===== config.mk =====
export PLATFORM = sky130hd
export DESIGN_NAME = skip_carry_adder
export DESIGN_NICKNAME = d
export VERILOG_FILES = /design/src/rtl/skip_adder_pkg.sv /design/src/rtl/sca_bit_cell.sv /design/src/rtl/sca_ripple_group.sv /design/src/rtl/sca_skip_mux.sv /design/src/rtl/skip_carry_adder.sv
export SDC_FILE = /design/constraint.sdc
export NUM_CORES = 1
export LEC_CHECK = 0
export BUFFER_PORTS_ARGS = -buffer_cell sky130_fd_sc_hd__buf_2
export CAP_MARGIN = 20
export CORE_ASPECT_RATIO = 1.25
export CORE_MARGIN = 2
export CORE_UTILIZATION = 42
export DETAILED_ROUTE_END_ITERATION = 16
export GPL_TIMING_DRIVEN = 0
export PLACE_DENSITY = 0.8
export SLEW_MARGIN = 25
export SYNTH_ARGS = -nofsm -noshare
export SYNTH_HDL_FRONTEND = slang
export SYNTH_SLANG_ARGS = --single-unit

===== constraint.sdc =====
create_clock -name vclk -period 8.14
set_input_delay 0.814 -clock vclk [all_inputs]
set_output_delay 0.814 -clock vclk [all_outputs]
set_load 0.03 [all_outputs]

===== src/rtl/skip_adder_pkg.sv =====
package skip_adder_pkg;

    localparam int DEF_WIDTH = 16;
    localparam int DEF_GRP   = 4;

    // Per-group carry bookkeeping carried through the datapath
    typedef struct packed {
        logic skip;
        logic cin;
        logic cout;
    } grp_link_t;

    // True when bit stage idx works in complemented polarity
    function automatic bit stage_inv(input bit alt, input int idx);
        return alt && (idx % 2 == 1);
    endfunction

endpackage


===== src/rtl/sca_bit_cell.sv =====
module sca_bit_cell (
    input  logic x,
    input  logic y,
    input  logic ci,
    output logic s,
    output logic co
);
    always_comb begin
        s  = x ^ y ^ ci;
        co = (x & y) | (ci & (x | y));
    end
endmodule


===== src/rtl/sca_ripple_group.sv =====
module sca_ripple_group #(
    parameter int GRP     = 4,
    parameter bit ALT_INV = 1'b0
) (
    input  logic [GRP-1:0] a_g,
    input  logic [GRP-1:0] b_g,
    input  logic           cin,
    output logic [GRP-1:0] sum_g,
    output logic [GRP-1:0] prop_g,
    output logic           rip_cout
);
    import skip_adder_pkg::*;

    // link[i] carries the carry into bit i, stored in the polarity of bit i-1
    logic [GRP:0] link;
    assign link[0] = cin;

    for (genvar i = 0; i < GRP; i++) begin : g_bit
        localparam bit INV  = stage_inv(ALT_INV, i);
        localparam bit INVP = (i == 0) ? 1'b0 : stage_inv(ALT_INV, i - 1);
        logic xi, yi, ci, si, coi;

        if (INV) begin : g_neg
            assign xi = ~a_g[i];
            assign yi = ~b_g[i];
            assign sum_g[i] = ~si;
        end else begin : g_pos
            assign xi = a_g[i];
            assign yi = b_g[i];
            assign sum_g[i] = si;
        end

        if (INV != INVP) begin : g_flip
            assign ci = ~link[i];
        end else begin : g_keep
            assign ci = link[i];
        end

        assign prop_g[i] = a_g[i] ^ b_g[i];

        sca_bit_cell cell_i (
            .x (xi),
            .y (yi),
            .ci(ci),
            .s (si),
            .co(coi)
        );
        assign link[i+1] = coi;
    end

    if (stage_inv(ALT_INV, GRP - 1)) begin : g_out_neg
        assign rip_cout = ~link[GRP];
    end else begin : g_out_pos
        assign rip_cout = link[GRP];
    end
endmodule


===== src/rtl/sca_skip_mux.sv =====
module sca_skip_mux #(
    parameter int GRP = 4
) (
    input  logic [GRP-1:0] prop_g,
    input  logic           cin,
    input  logic           rip_cout,
    output logic           skip,
    output logic           cout
);
    always_comb begin
        skip = &prop_g;
        cout = skip ? cin : rip_cout;
    end
endmodule


===== src/rtl/skip_carry_adder.sv =====
module skip_carry_adder #(
    parameter int WIDTH   = skip_adder_pkg::DEF_WIDTH,
    parameter int GRP     = skip_adder_pkg::DEF_GRP,
    parameter bit ALT_INV = 1'b0
) (
    input  logic [WIDTH-1:0] a_in,
    input  logic [WIDTH-1:0] b_in,
    input  logic             c_in,
    output logic [WIDTH-1:0] sum_out,
    output logic             c_out
);
    import skip_adder_pkg::*;

    localparam int NG = WIDTH / GRP;

    grp_link_t [NG-1:0] links;
    logic      [NG-1:0] grp_skip;
    logic      [NG-1:0] grp_cin;
    logic      [NG-1:0] grp_cout;

    for (genvar g = 0; g < NG; g++) begin : g_grp
        logic [GRP-1:0] prop_g;
        logic           rip_c;

        if (g == 0) begin : g_first
            assign links[g].cin = c_in;
        end else begin : g_next
            assign links[g].cin = links[g-1].cout;
        end

        sca_ripple_group #(.GRP(GRP), .ALT_INV(ALT_INV)) rip_i (
            .a_g     (a_in[g*GRP +: GRP]),
            .b_g     (b_in[g*GRP +: GRP]),
            .cin     (links[g].cin),
            .sum_g   (sum_out[g*GRP +: GRP]),
            .prop_g  (prop_g),
            .rip_cout(rip_c)
        );

        sca_skip_mux #(.GRP(GRP)) mux_i (
            .prop_g  (prop_g),
            .cin     (links[g].cin),
            .rip_cout(rip_c),
            .skip    (links[g].skip),
            .cout    (links[g].cout)
        );

        assign grp_skip[g] = links[g].skip;
        assign grp_cin[g]  = links[g].cin;
        assign grp_cout[g] = links[g].cout;
    end

    assign c_out = links[NG-1].cout;
endmodule


==> flow_summary.yaml, run 1 <==
outcome:
  status: "finished, violations left"
  violations_in_the_final_reports: "negative setup slack"
die:
  std_cell_rows: 18
  fp.coreArea_um2: 1959
  io_pins: 50
  die_h_um: 54.84
  die_w_um: 44.67
  floorplan.die_area_um2: 2449
  floorplan.initialDensity_pct: 44.32
timing:
  report.final.setup_viol: 1
  transition_at_the_pin_with_the_smallest_max_transition_slack_ns: 0.2116
  fin_hold_viols: 0
  slew_headroom_pct: 85.89
  maxSlewViolCount: 0
  timing.final.crit_share_pct: 102.6
  fmax_ghz: 0.1197
  period_minus_slack_ns: 8.351
  setup_ws_ns: -0.2115
  rsz0062_at_grt: "true"
power_and_ir_drop:
  leakage_nw: 0.8169
  max-vdd-ir-drop_mv: 0.05962
  p_per_area_nw_per_um2: 108.3
  design_power_total_uw: 146.9
yosys:
  post_synth_instance_area_um2: 868.3
  synth_compound_area_share_pct: 3.458
  synth_cell_types: 12
  fraction_of_the_mapped_netlist_area_in_adder_cells_pct: 59.94
  synth_area_in_xor_xnor_pct: 0
  ys_seq_area_share_pct: 0
  yosysWarningCount: 0
  postSynthNetCount: 164
  syn_avg_cell_area_um2: 8.771
  synth.area.mux_share_pct: 1.729
  netlist_instances: 99
  synth_top_family_by_area: "adder cells"
  synth_simple_gate_area_share_pct: 5.043
route:
  post_drt_via_cell_ratio: 4.357
  detailed_route_via_count: 806
  drt-initial-drc-count: 1
  wirelength_um: 1949
  drt_first_pass_iters: 3
  drc_errors: 0
  ant_nets: 0
  detail_route.wl_per_cell_um: 10.54
critical_path:
  critical_path.most_common_cell: "fa_2"
  start_kind: "input pin"
  worst_setup_path_end_kind: "output pin"
  critical_path.slowest_cell: "fa_2"
  crit_type: "input pin to output pin"
  worstPathBufferInverterCount: 7
  startpoint_of_the_worst_setup_timing_path: "a_in[0]"
  crit_path_max_fanout: 2
  cp_top_family: "adder cells"
  cp.arrival_ns: 7.54
  worstPathRequired_ns: 7.33
  slowest_delay_ns: 0.43
global_route:
  grt_pass1_vias: 843
  antenna_violations_before_repair: 0
  grt_start_max_net_pins: 4
  global_route_wire_length_before_repair_um: 3339
  global_route.overflow_total: 0
  grt_util_all_layers_pct: 18.36
layout:
  flow.area_growth_from_synthesis_pct: 56.20
  final_nets: 232
  area.sequential_um2: 0
  post_route_cells_drive_above_1_share_pct: 66.06
  n_clock_buffer: 0
  antennaDiodeCount: 0
  n_fill_cell: 152
  layout.sequential_cells: 0
job:
  drv_cap: 0
hold_path:
  hold_path.startpoint: "b_in[14]"
  holdCritPathClass: "input pin to output pin"
placement:
  detailedPlacementHpwl_um: 1537
  io_buffer_count: 50
  finalWeightedCongestion: 0.7240
  place_worst_setup_slack_ns: -0.5996
clocking:
  cts_hold_repair.buffers: 0
-- layout make-up --
type,count,area [µm²],share of cell area (%)
Buffer,15,116.4,8.579
Inverter,37,138.9,10.24
Tap cell,20,25.02,1.845
Timing Repair Buffer,67,406.6,29.98
Multi-Input combinational cell,46,669.4,49.35
-- cells in the final DEF (no fill, tap or decap), drive strengths merged --
master	instances
nor2	3
a41oi	1
ha	16
fa	16
a21oi	1
nand4	4
mux2	1
a22oi	1
nand2	2
o21ai	1
inv	37
buf	82
-- power by group --
group          total, mW  leakage, nW  internal (mW)  switching, mW
clock network          0            0              0              0
logic              0.147        0.817         0.0700         0.0768
registers              0            0              0              0
-- synth_stat cells --
cell     instances  area [µm²]
a41oi_1          1       8.760
nand4_1          4       25.02
a21oi_1          1       5.000
o21ai_2          1       8.760
ha_1            16       200.2
a22oi_1          1       7.510
mux2_4           1       15.01
fa_1            16       320.3
inv_1           37       138.9
nand2_1          2       7.510
buf_4           16       120.1
nor2_1           3       11.26
-- path summary, 6_finish.rpt --
kind | depth (start not counted) | end | slack, ns
setup / recovery | 28 | sum_out[15] | -0.21
hold / removal | 3 | sum_out[14] | 2.06
-- cell families (layout without fill, tap and decap cells) --
logic type,Yosys count,after routing
buffers and inverters,53,119
adders and majority gates,32,32
and+or+nand+nor,9,9
AOI/OAI and AO/OA,4,4
muxes,1,1
-- through the flow --
step | util [%] | hold slack, ns | area [µm²] | setup TNS (ns) | std cells
global route | 69.22 | 2.085 | 1356 | -0.6085 | 185
CTS | 68.71 | 2.174 | 1346 | -0.2661 | 186
floorplan | - | 1.907 | 899.6 | 0 | 99
detailed placement | 59.96 | 2.152 | 1175 | -1.033 | 169
finish | 69.22 | 2.059 | 1356 | -0.2115 | 185
global placement | 59.96 | 2.149 | 1175 | -0.6709 | 169
-- tightest hold or removal path, cell delays in order --
cell,delay [ns]
buf_2,0.10
fa_2,0.20
buf_6,0.12
-- layer usage --
layer,part of all wire (%),track usage (%)
met1,35,20.24
met2,60,37.44
met3,5.3,1.320
met4,0,3.535
met5,0,0
-- what timing repair did --
item	in CTS	in global routing
endpoints found under the setup margin	3	4
pin swaps	2	3
buffers inserted	17	2
resized for setup	18	7
Power figures use the tool's default switching activity.
==> inputs of run 2 (changes only) <==
--- a/config.mk
+++ b/config.mk
@@ -9,10 +9,10 @@
 export CAP_MARGIN = 20
 export CORE_ASPECT_RATIO = 1.25
 export CORE_MARGIN = 2
-export CORE_UTILIZATION = 42
+export CORE_UTILIZATION = 47
 export DETAILED_ROUTE_END_ITERATION = 16
 export GPL_TIMING_DRIVEN = 0
-export PLACE_DENSITY = 0.8
+export PLACE_DENSITY = 0.85
 export SLEW_MARGIN = 25
 export SYNTH_ARGS = -nofsm -noshare
 export SYNTH_HDL_FRONTEND = slang
==> constraint.sdc (replaced) <==
create_clock -name vclk -period 8.58
set_input_delay 0.858 -clock vclk [all_inputs]
set_output_delay 0.858 -clock vclk [all_outputs]
set_load 0.03 [all_outputs]
==> run 2 against run 1 <==
Effect of this change: the run still ends with negative setup slack left; first-iteration DRC count rose to 8.0 times the previous value; sequential share of layout area is the same; wire length is 1.2% higher; critical endpoint unchanged; cell area is 0.18% higher; flip-flop and latch count unchanged; global-route usage up 0.95 points; total power fell by 3.6%.
==> flow_summary.yaml, run 2 (synthesis gave the netlist of run 1 again) <==
layout:
  area.sequential_um2: 0
  fin_area_um2: 1359
  layout.cells.most_common: "buf_2"
  n_clock_buffer: 0
  final_nets: 232
  post_layout_nonfiller_instances: 184
  post_route_cells_drive_above_1_share_pct: 66.06
  flow.area_growth_from_synthesis_pct: 56.48
  layout.sequential_cells: 0
  antennaDiodeCount: 0
  layout_common_cells: "buf_2 (45), inv_1 (33), buf_4 (32)"
  layout.core_utilization_pct: 77.91
route:
  drt_first_pass_iters: 3
  met2_wire_len_um: 1152
  drc_errors: 0
  detailed_route_via_count: 795
  detail_route.wl_per_cell_um: 10.72
  wirelength_um: 1972
  routedLengthMet1_um: 712
  met3RoutedLength_um: 94
  highest-signal-layer: "met4"
  drt-initial-drc-count: 8
  post_drt_via_cell_ratio: 4.321
  ant_nets: 0
timing:
  timing.final.crit_share_pct: 101.5
  transition_at_the_pin_with_the_smallest_max_transition_slack_ns: 0.2085
  maxSlewViolCount: 0
  slew_headroom_pct: 86.05
  period_minus_slack_ns: 8.707
  fin_worst_hold_slack_ns: 2.223
  fin_hold_viols: 0
  rsz0062_at_grt: "true"
  fmax_ghz: 0.1148
  report.final.setup_viol: 1
  setup_ws_ns: -0.1270
  tns_ns: -0.1270
die:
  die_h_um: 52.06
  io_pins: 50
  fp.coreArea_um2: 1744
  std_cell_rows: 17
  floorplan.die_area_um2: 2209
  floorplan.initialDensity_pct: 49.78
  die_w_um: 42.45
placement:
  place_worst_setup_slack_ns: -0.6366
  io_buffer_count: 50
  detailedPlacementHpwl_um: 1546
  placedCellCount: 168
  dpl_cell_area_um2: 1142
  finalWeightedCongestion: 0.7505
power_and_ir_drop:
  max-vdd-ir-drop_mv: 0.05880
  p_per_area_nw_per_um2: 104.2
  design_power_total_uw: 141.6
  leakage_nw: 0.8181
critical_path:
  crit_type: "input pin to output pin"
  worst_setup_path_end_kind: "output pin"
  crit_path_max_fanout: 2
  cp.arrival_ns: 7.85
  worstPathRequired_ns: 7.72
  start_kind: "input pin"
clocking:
  cts_hold_repair.buffers: 0
global_route:
  global_route_wire_length_before_repair_um: 3332
  global_route.overflow_total: 0
  grt_util_all_layers_pct: 19.31
  antenna_violations_before_repair: 0
  grt_pass1_vias: 834
  grt_start_max_net_pins: 4
job:
  drv_cap: 0
hold_path:
  holdCritPathClass: "input pin to output pin"
outcome:
  status: "finished, violations left"
  violations_in_the_final_reports: "negative setup slack"
[run 2: cell count changes in the layout (fill, tap and decap cells not counted)]
| cell | previous run | this run |
|---|---|---|
| nor2_1 | 2 | 1 |
| nor2_4 | 0 | 1 |
| nand2_1 | 0 | 1 |
| buf_8 | 1 | 0 |
| buf_2 | 46 | 45 |
| buf_4 | 31 | 32 |
| buf_6 | 4 | 5 |
| nand2_2 | 2 | 1 |
[run 2: path summary, 6_finish.rpt]
check,start,to,slack (ns),cells after the start
max,c_in,sum_out[15],-0.13,28
min,b_in[14],sum_out[14],2.22,4
[run 2: area by class of cell]
| cell class | instances | area (µm²) |
|---|---|---|
| inverters | 37 | 138.9 |
| plain buffers | 15 | 112.6 |
| multi-input cells | 46 | 674.4 |
| repair buffers | 67 | 409.1 |
| well taps | 19 | 23.77 |
| fillers | 114 | 385.4 |
[run 2: report_power, final]
part / total, mW / switching (mW) / internal (mW) / leakage (nW)
Combinational: 0.142 / 0.0741 / 0.0675 / 0.818
Clock: 0 / 0 / 0 / 0
Sequential: 0 / 0 / 0 / 0
Total: 0.142 / 0.0741 / 0.0675 / 0.818
[run 2: metal layers]
layer  vias to the layer above  track usage [%]
met4                         0            4.688
met1                       372            21.23
li1                        392                -
met2                        29            39.49
met5                         -                0
met3                         2            1.042
[run 2: timing repair]
action	CTS	global route
setup buffers	18	1
endpoints found under the setup margin	4	3
gates resized for setup	15	23
pin swaps	3	15
endpoints found under the hold margin	0	0
[run 2: critical path: stages]
cell and delay [ns]:
buf_6 0.10, fa_2 0.38, fa_2 0.36, fa_2 0.38, fa_2 0.35, mux2_4 0.28, fa_2 0.36, fa_2 0.38
fa_2 0.41, fa_2 0.37, a41oi_2 0.19, buf_4 0.16, nor2_4 0.03, fa_2 0.34, fa_2 0.37, fa_2 0.35
fa_2 0.34, nand2_1 0.09, nand2_2 0.06, fa_2 0.36, inv_2 0.07, fa_2 0.19, inv_2 0.04, fa_2 0.34
inv_2 0.06, fa_2 0.43, inv_2 0.07, buf_6 0.12
